`src/rtl/trio_pkg.sv`:
```
package trio_pkg;

  typedef enum logic [1:0] {
    LVL_LOW  = 2'd0,
    LVL_MID  = 2'd1,
    LVL_HIGH = 2'd2
  } lvl_e;

  // phase: 0 = x, 1 = y, 2 = z ; neg: sign of the state
  typedef struct packed {
    logic       neg;
    logic [1:0] phase;
  } line_st_t;

  typedef struct packed {
    logic flip;
    logic rot;
    logic pol;
  } sym_code_t;

  localparam line_st_t ST_POS_X = '{neg: 1'b0, phase: 2'd0};

  function automatic sym_code_t sym_encode(input logic [2:0] digit);
    sym_code_t c;
    if (digit == 3'd4) c = '{flip: 1'b1, rot: 1'b0, pol: 1'b0};
    else               c = '{flip: 1'b0, rot: digit[1], pol: digit[0]};
    return c;
  endfunction

  function automatic logic [1:0] phase_step(input logic [1:0] p, input logic fwd);
    logic [1:0] r;
    if (fwd) r = (p == 2'd2) ? 2'd0 : p + 2'd1;
    else     r = (p == 2'd0) ? 2'd2 : p - 2'd1;
    return r;
  endfunction

  function automatic line_st_t apply_sym(input line_st_t s, input sym_code_t c);
    line_st_t n;
    if (c.flip) begin
      n.phase = s.phase;
      n.neg   = ~s.neg;
    end else begin
      n.phase = phase_step(s.phase, c.rot);
      n.neg   = s.neg ^ c.pol;
    end
    return n;
  endfunction

  // level of wire w (0=A,1=B,2=C) in state s
  function automatic lvl_e wire_level(input line_st_t s, input int w);
    lvl_e l;
    if (w == int'(s.phase))                          l = s.neg ? LVL_LOW : LVL_HIGH;
    else if (w == int'(phase_step(s.phase, 1'b1)))   l = s.neg ? LVL_HIGH : LVL_LOW;
    else                                             l = LVL_MID;
    return l;
  endfunction

endpackage

```
`src/rtl/trio_digit_mapper.sv`:
```
module trio_digit_mapper #(
  parameter int WORD_W = 16,
  parameter int SYMS   = 7
) (
  input  logic              clk,
  input  logic              rst_n,
  input  logic              in_valid,
  input  logic [WORD_W-1:0] in_word,
  output logic              in_ready,
  output logic              sym_valid,
  output logic [2:0]        sym_digit
);
  localparam int IDX_W = $clog2(SYMS);
  localparam logic [IDX_W-1:0] LAST_IDX = IDX_W'(SYMS - 1);

  logic              busy;
  logic [IDX_W-1:0]  idx;
  logic [WORD_W-1:0] word_q;
  logic              last_sym;
  logic              accept;

  // base-5 digit number idx, counted from the most significant end
  function automatic logic [2:0] digit_at(input logic [WORD_W-1:0] w,
                                          input logic [IDX_W-1:0] k);
    logic [WORD_W-1:0] v;
    v = w;
    for (int j = 0; j < SYMS; j++)
      if (j < (SYMS - 1 - int'(k))) v = v / WORD_W'(5);
    return 3'(v % WORD_W'(5));
  endfunction

  assign last_sym  = busy && (idx == LAST_IDX);
  assign in_ready  = !busy || last_sym;
  assign accept    = in_valid && in_ready;
  assign sym_valid = busy;
  assign sym_digit = digit_at(word_q, idx);

  always_ff @(posedge clk or negedge rst_n) begin
    if (!rst_n) begin
      busy   <= 1'b0;
      idx    <= '0;
      word_q <= '0;
    end else if (accept) begin
      busy   <= 1'b1;
      idx    <= '0;
      word_q <= in_word;
    end else if (busy) begin
      if (last_sym) busy <= 1'b0;
      else          idx  <= idx + 1'b1;
    end
  end

  // ready stays low inside a group until its last symbol
  p_ready_low_in_group_r8: assert property (@(posedge clk) disable iff (!rst_n)
    (busy && idx != LAST_IDX) |-> !in_ready);

  // a word held in flight is not replaced before the group ends
  p_word_held_r9: assert property (@(posedge clk) disable iff (!rst_n)
    (busy && !last_sym) |=> $stable(word_q));

  // symbol index never leaves the group
  p_idx_in_range_r3: assert property (@(posedge clk) disable iff (!rst_n)
    idx <= LAST_IDX);

endmodule

```
`src/rtl/trio_state_encoder.sv`:
```
module trio_state_encoder
  import trio_pkg::*;
(
  input  logic       clk,
  input  logic       rst_n,
  input  logic       sym_valid,
  input  logic [2:0] sym_digit,
  output logic [1:0] lvl_out [3]
);
  line_st_t  state;
  sym_code_t code;

  assign code = sym_encode(sym_digit);

  always_ff @(posedge clk or negedge rst_n) begin
    if (!rst_n)         state <= ST_POS_X;
    else if (sym_valid) state <= apply_sym(state, code);
  end

  for (genvar w = 0; w < 3; w++) begin : g_wire
    assign lvl_out[w] = wire_level(state, w);
  end

  // every symbol moves the line to a different state
  p_state_moves_r10: assert property (@(posedge clk) disable iff (!rst_n)
    sym_valid |=> (state != $past(state)));

  // with no symbol the line holds
  p_state_holds_r9: assert property (@(posedge clk) disable iff (!rst_n)
    !sym_valid |=> $stable(state));

  // three distinct legal levels on the wires
  p_levels_distinct_r2: assert property (@(posedge clk) disable iff (!rst_n)
    (lvl_out[0] != lvl_out[1]) && (lvl_out[1] != lvl_out[2]) &&
    (lvl_out[0] != lvl_out[2]) && (lvl_out[0] != 2'd3) &&
    (lvl_out[1] != 2'd3) && (lvl_out[2] != 2'd3));

  // a flip keeps the phase
  p_flip_keeps_phase_r5: assert property (@(posedge clk) disable iff (!rst_n)
    (sym_valid && code.flip) |=> (state.phase == $past(state.phase)));

  // a non-flip symbol changes the phase
  p_rotate_moves_phase_r6: assert property (@(posedge clk) disable iff (!rst_n)
    (sym_valid && !code.flip) |=> (state.phase != $past(state.phase)));

  // R1 is covered at the ports by the bench; state sanity here
  p_phase_legal_r7: assert property (@(posedge clk) disable iff (!rst_n)
    state.phase != 2'd3);

endmodule

```
`src/rtl/trio_lane_tx.sv`:
```
module trio_lane_tx #(
  parameter int WORD_W = 16,
  parameter int SYMS   = 7
) (
  input  logic              clk,
  input  logic              rst_n,
  input  logic              in_valid,
  input  logic [WORD_W-1:0] in_word,
  output logic              in_ready,
  output logic [1:0]        wire_a,
  output logic [1:0]        wire_b,
  output logic [1:0]        wire_c
);
  logic       sym_valid;
  logic [2:0] sym_digit;
  logic [1:0] lvl [3];

  trio_digit_mapper #(.WORD_W(WORD_W), .SYMS(SYMS)) u_mapper (
    .clk       (clk),
    .rst_n     (rst_n),
    .in_valid  (in_valid),
    .in_word   (in_word),
    .in_ready  (in_ready),
    .sym_valid (sym_valid),
    .sym_digit (sym_digit)
  );

  trio_state_encoder u_encoder (
    .clk       (clk),
    .rst_n     (rst_n),
    .sym_valid (sym_valid),
    .sym_digit (sym_digit),
    .lvl_out   (lvl)
  );

  assign wire_a = lvl[0];
  assign wire_b = lvl[1];
  assign wire_c = lvl[2];

  // ready never falls while idle without an accepted word
  p_ready_after_idle_r8: assert property (@(posedge clk) disable iff (!rst_n)
    (in_ready && !in_valid) |=> in_ready);

endmodule

```
`config.mk`:
```
export PLATFORM = sky130hd
export DESIGN_NAME = trio_lane_tx
export DESIGN_NICKNAME = d
export VERILOG_FILES = /design/src/rtl/trio_pkg.sv /design/src/rtl/trio_digit_mapper.sv /design/src/rtl/trio_state_encoder.sv /design/src/rtl/trio_lane_tx.sv
export SDC_FILE = /design/constraint.sdc
export NUM_CORES = 1
export LEC_CHECK = 0
export ABC_AREA = 1
export BUFFER_PORTS_ARGS = -buffer_cell sky130_fd_sc_hd__buf_2
export CAP_MARGIN = 30
export CORE_ASPECT_RATIO = 1.75
export CORE_MARGIN = 2
export CORE_UTILIZATION = 60
export CTS_BUF_LIST = sky130_fd_sc_hd__clkbuf_4
export DETAILED_ROUTE_END_ITERATION = 8
export GPL_TIMING_DRIVEN = 0
export PLACE_DENSITY_LB_ADDON = 0.1
export RECOVER_POWER = 50
export SYNTH_ARGS = -nofsm -noshare
export SYNTH_HDL_FRONTEND = slang
export SYNTH_SLANG_ARGS = --single-unit
```
`constraint.sdc`:
```
create_clock -name clk -period 31 [get_ports clk]
set_clock_uncertainty 0.1 [all_clocks]
set_input_delay 6.2 -clock clk [delete_from_list [all_inputs] [get_ports clk]]
set_output_delay 6.2 -clock clk [all_outputs]
set_load 0.01 [all_outputs]
```
==> flow_metrics.py <==
metrics = {
    "run_status": {
        "status": "complete, no violations",
    },
    "grt": {
        "grt_pass1_vias": 8389,
        "grt_util_all_layers_pct": 24.23,
        "grt_max_degree": 24,
        "grt_pass1_wl_mm": 32.54,
        "antenna_found_initial": 1,
        "gr-total-overflow": 0,
    },
    "detailed_routing": {
        "via_per_inst": 5.208,
        "ant_nets": 0,
        "num_vias": 9176,
        "wl_mm": 18.63,
        "post_drt_wl_per_cell_um": 10.57,
        "drt_iter0_drc": 331,
        "drcViolationCount": 0,
        "dr.pass1.iters": 4,
    },
    "synth": {
        "ys_ff_latch": 23,
        "synthFlopType": "dfrtp_1",
        "yosysTopAreaCell": "nand2_1",
        "synth_area_leaders": "nand2_1, nand3_1, nand2_2",
        "synthTopCellsByCount": "nand2_1, nand3_1, inv_1",
        "syn_area_mm2": 0.008865,
        "ys_types": 65,
        "ys_async_sr_fraction_pct": 100.0,
        "syn_area_per_cell_um2": 5.712,
        "synth_edf_count": 0,
        "ys_seq_area_share_pct": 6.493,
        "yosysWarnings": 0,
        "syn_inst": 1552,
        "synth_top_area_share_pct": 19.31,
        "synth_fp_nets": 1596,
        "synth.most_common_cell": "nand2_1",
    },
    "sta": {
        "fmax_mhz": 71.22,
        "setup_violations": 0,
        "slew_headroom_pct": 2.566,
        "rsz0062_at_grt": "no",
        "min_period_ns": 14.04,
        "period_share_pct": 45.29,
        "fin_ws_ns": 16.96,
        "maxSlewViolCount": 0,
        "final.setup.tns_ns": 0,
        "finalHoldViolCount": 0,
        "worstMarginPinSlew_ns": 1.462,
    },
    "critical_path": {
        "end_kind": "flip-flop",
        "cp-start-kind": "flip-flop",
        "cp.required_ns": 31.20,
        "cp_top_family": "simple AND/OR/NAND/NOR gates",
        "critPathMaxStageDelay_ns": 0.46,
        "critPathMostFrequentCell": "nand2_1",
        "critPathBufInv": 23,
        "crit_arrival_ns": 14.24,
        "cp_slowest_cell": "dfrtp_1",
        "crit_path_max_fanout": 9,
        "worst-setup-path-type": "flip-flop to flip-flop",
    },
    "place": {
        "io_buffer_count": 25,
        "gp_congestion": 0.8315,
        "placedInstanceArea_mm2": 0.009215,
        "place_hpwl_mm": 16.15,
        "pre_cts_ws_ns": 16.97,
        "dp.cells": 1757,
    },
    "cts": {
        "cts.clk_slew.worst_paths_ns": 0.17,
        "cts_tree": "done",
        "cts_root_buffer": "clkbuf_4",
        "numCtsBuffers": 3,
        "cts_resized": 0,
        "cts_buffer_depth": 2,
        "clk_latency_ns": 0.38,
        "cts_max_level": 1,
        "cts.sinks": 23,
        "post_cts_buffers": 0,
        "cts_hold_buffers": 0,
    },
    "finish": {
        "syn_to_final_growth_pct": 4.262,
        "design_area_mm2": 0.009243,
        "nets": 1626,
        "layout.cells.non_filler": 1762,
        "fill_cells": 1490,
        "drive_gt1_share_pct": 27.64,
    },
    "floorplanning": {
        "dieArea_mm2": 0.01580,
        "rows": 58,
        "die_h_um": 164.8,
        "start_util_pct": 61.38,
        "core_area_mm2": 0.01444,
        "die_w_um": 95.89,
        "ios": 26,
    },
    "hold_path": {
        "hold_path.class": "flip-flop to flip-flop",
    },
    "flow_run": {
        "cap_violations": 0,
    },
}
==> layout by cell type (no fill, tap or decap), drive strengths merged, types with 2 or more instances in the layout <==
master / instances
o21a: 4
nor2: 83
clkinv: 13
nand4: 16
xnor2: 5
nor3: 7
nand2: 638
clkbuf: 14
o21ai: 116
xor2: 26
o31ai: 2
ha: 25
buf: 27
a21o: 3
dfrtp: 23
o21bai: 8
o2111ai: 2
mux2i: 2
nand3: 240
or2: 7
inv: 246
nand3b: 15
a21oi: 51
==> area by class of cell <==
| class | instances | area [µm²] | area share (%) |
|---|---|---|---|
| Clock inverter | 1 | 5.005 | 0.05415 |
| Timing Repair Buffer | 25 | 122.6 | 1.327 |
| Tap cell | 180 | 225.2 | 2.437 |
| Inverter | 258 | 1010 | 10.92 |
| Clock buffer | 3 | 22.52 | 0.2437 |
| Sequential cell | 23 | 575.6 | 6.227 |
| Antenna cell | 1 | 2.502 | 0.02707 |
| Multi-Input combinational cell | 1258 | 7153 | 77.39 |
| Buffer | 13 | 126.4 | 1.367 |
==> worst min-delay path, stage by stage (launching register included) <==
cell and delay [ns]:
dfrtp_1 0.41, nand2_1 0.06, nand2_1 0.05
==> state kept, by name, indices dropped and copies added, names as in the netlist <==
name and count:
u_mapper.word_q 16, u_mapper.sym_valid 1, u_mapper.idx 3, u_encoder.state 3
==> cell families (layout without fill, tap and decap cells) <==
family                   Yosys count  count (layout)  synth area share, %
AND/OR/NAND/NOR                 1008            1008                58.53
buffers and inverters            271             300                12.82
AO/OA/AOI/OAI                    191             191                14.88
XOR/XNOR                          31              31                3.402
adder cells (fa/ha/maj)           25              25                3.529
flip-flops                        23              23                6.493
multiplexers                       3               3               0.3529
other                              0               1                    0
==> through the flow <==
stage | util, % | hold slack [ns]
3_5_place_dp | 63.81 | 0.4022
5_1_grt | 64.00 | 0.4856
3_3_place_gp | 63.81 | 0.3889
2_1_floorplan | - | 0.3667
4_1_cts | 64.00 | 0.4391
6_report | 64.00 | 0.4327
==> path summary, 6_finish.rpt <==
path | startpoint | to | slack, ns | cells past startpoint
max | u_mapper.idx[1] | u_encoder.state[1] | 16.96 | 116
min | u_encoder.state[1] | u_encoder.state[1] | 0.43 | 2
max reg2reg | u_mapper.idx[1] | u_encoder.state[1] | 16.96 | 116
min reg2reg | u_encoder.state[1] | u_encoder.state[1] | 0.43 | 2
max in group asynchronous | rst_n | u_mapper.word_q[3] | 23.91 | 1
min in group asynchronous | rst_n | u_mapper.word_q[15] | 6.02 | 1
==> per-layer routing <==
metal	global-route usage [%]	vias up	wire [µm]
li1	-	5001	-
met2	51.27	53	10840
met5	0	-	0
met3	0.8212	25	199
met4	7.013	0	326
met1	24.17	4097	7266
Power is left out: the tool's default activity adds up to more than one toggle a clock period on the data nets, which glitch-free logic cannot reach.
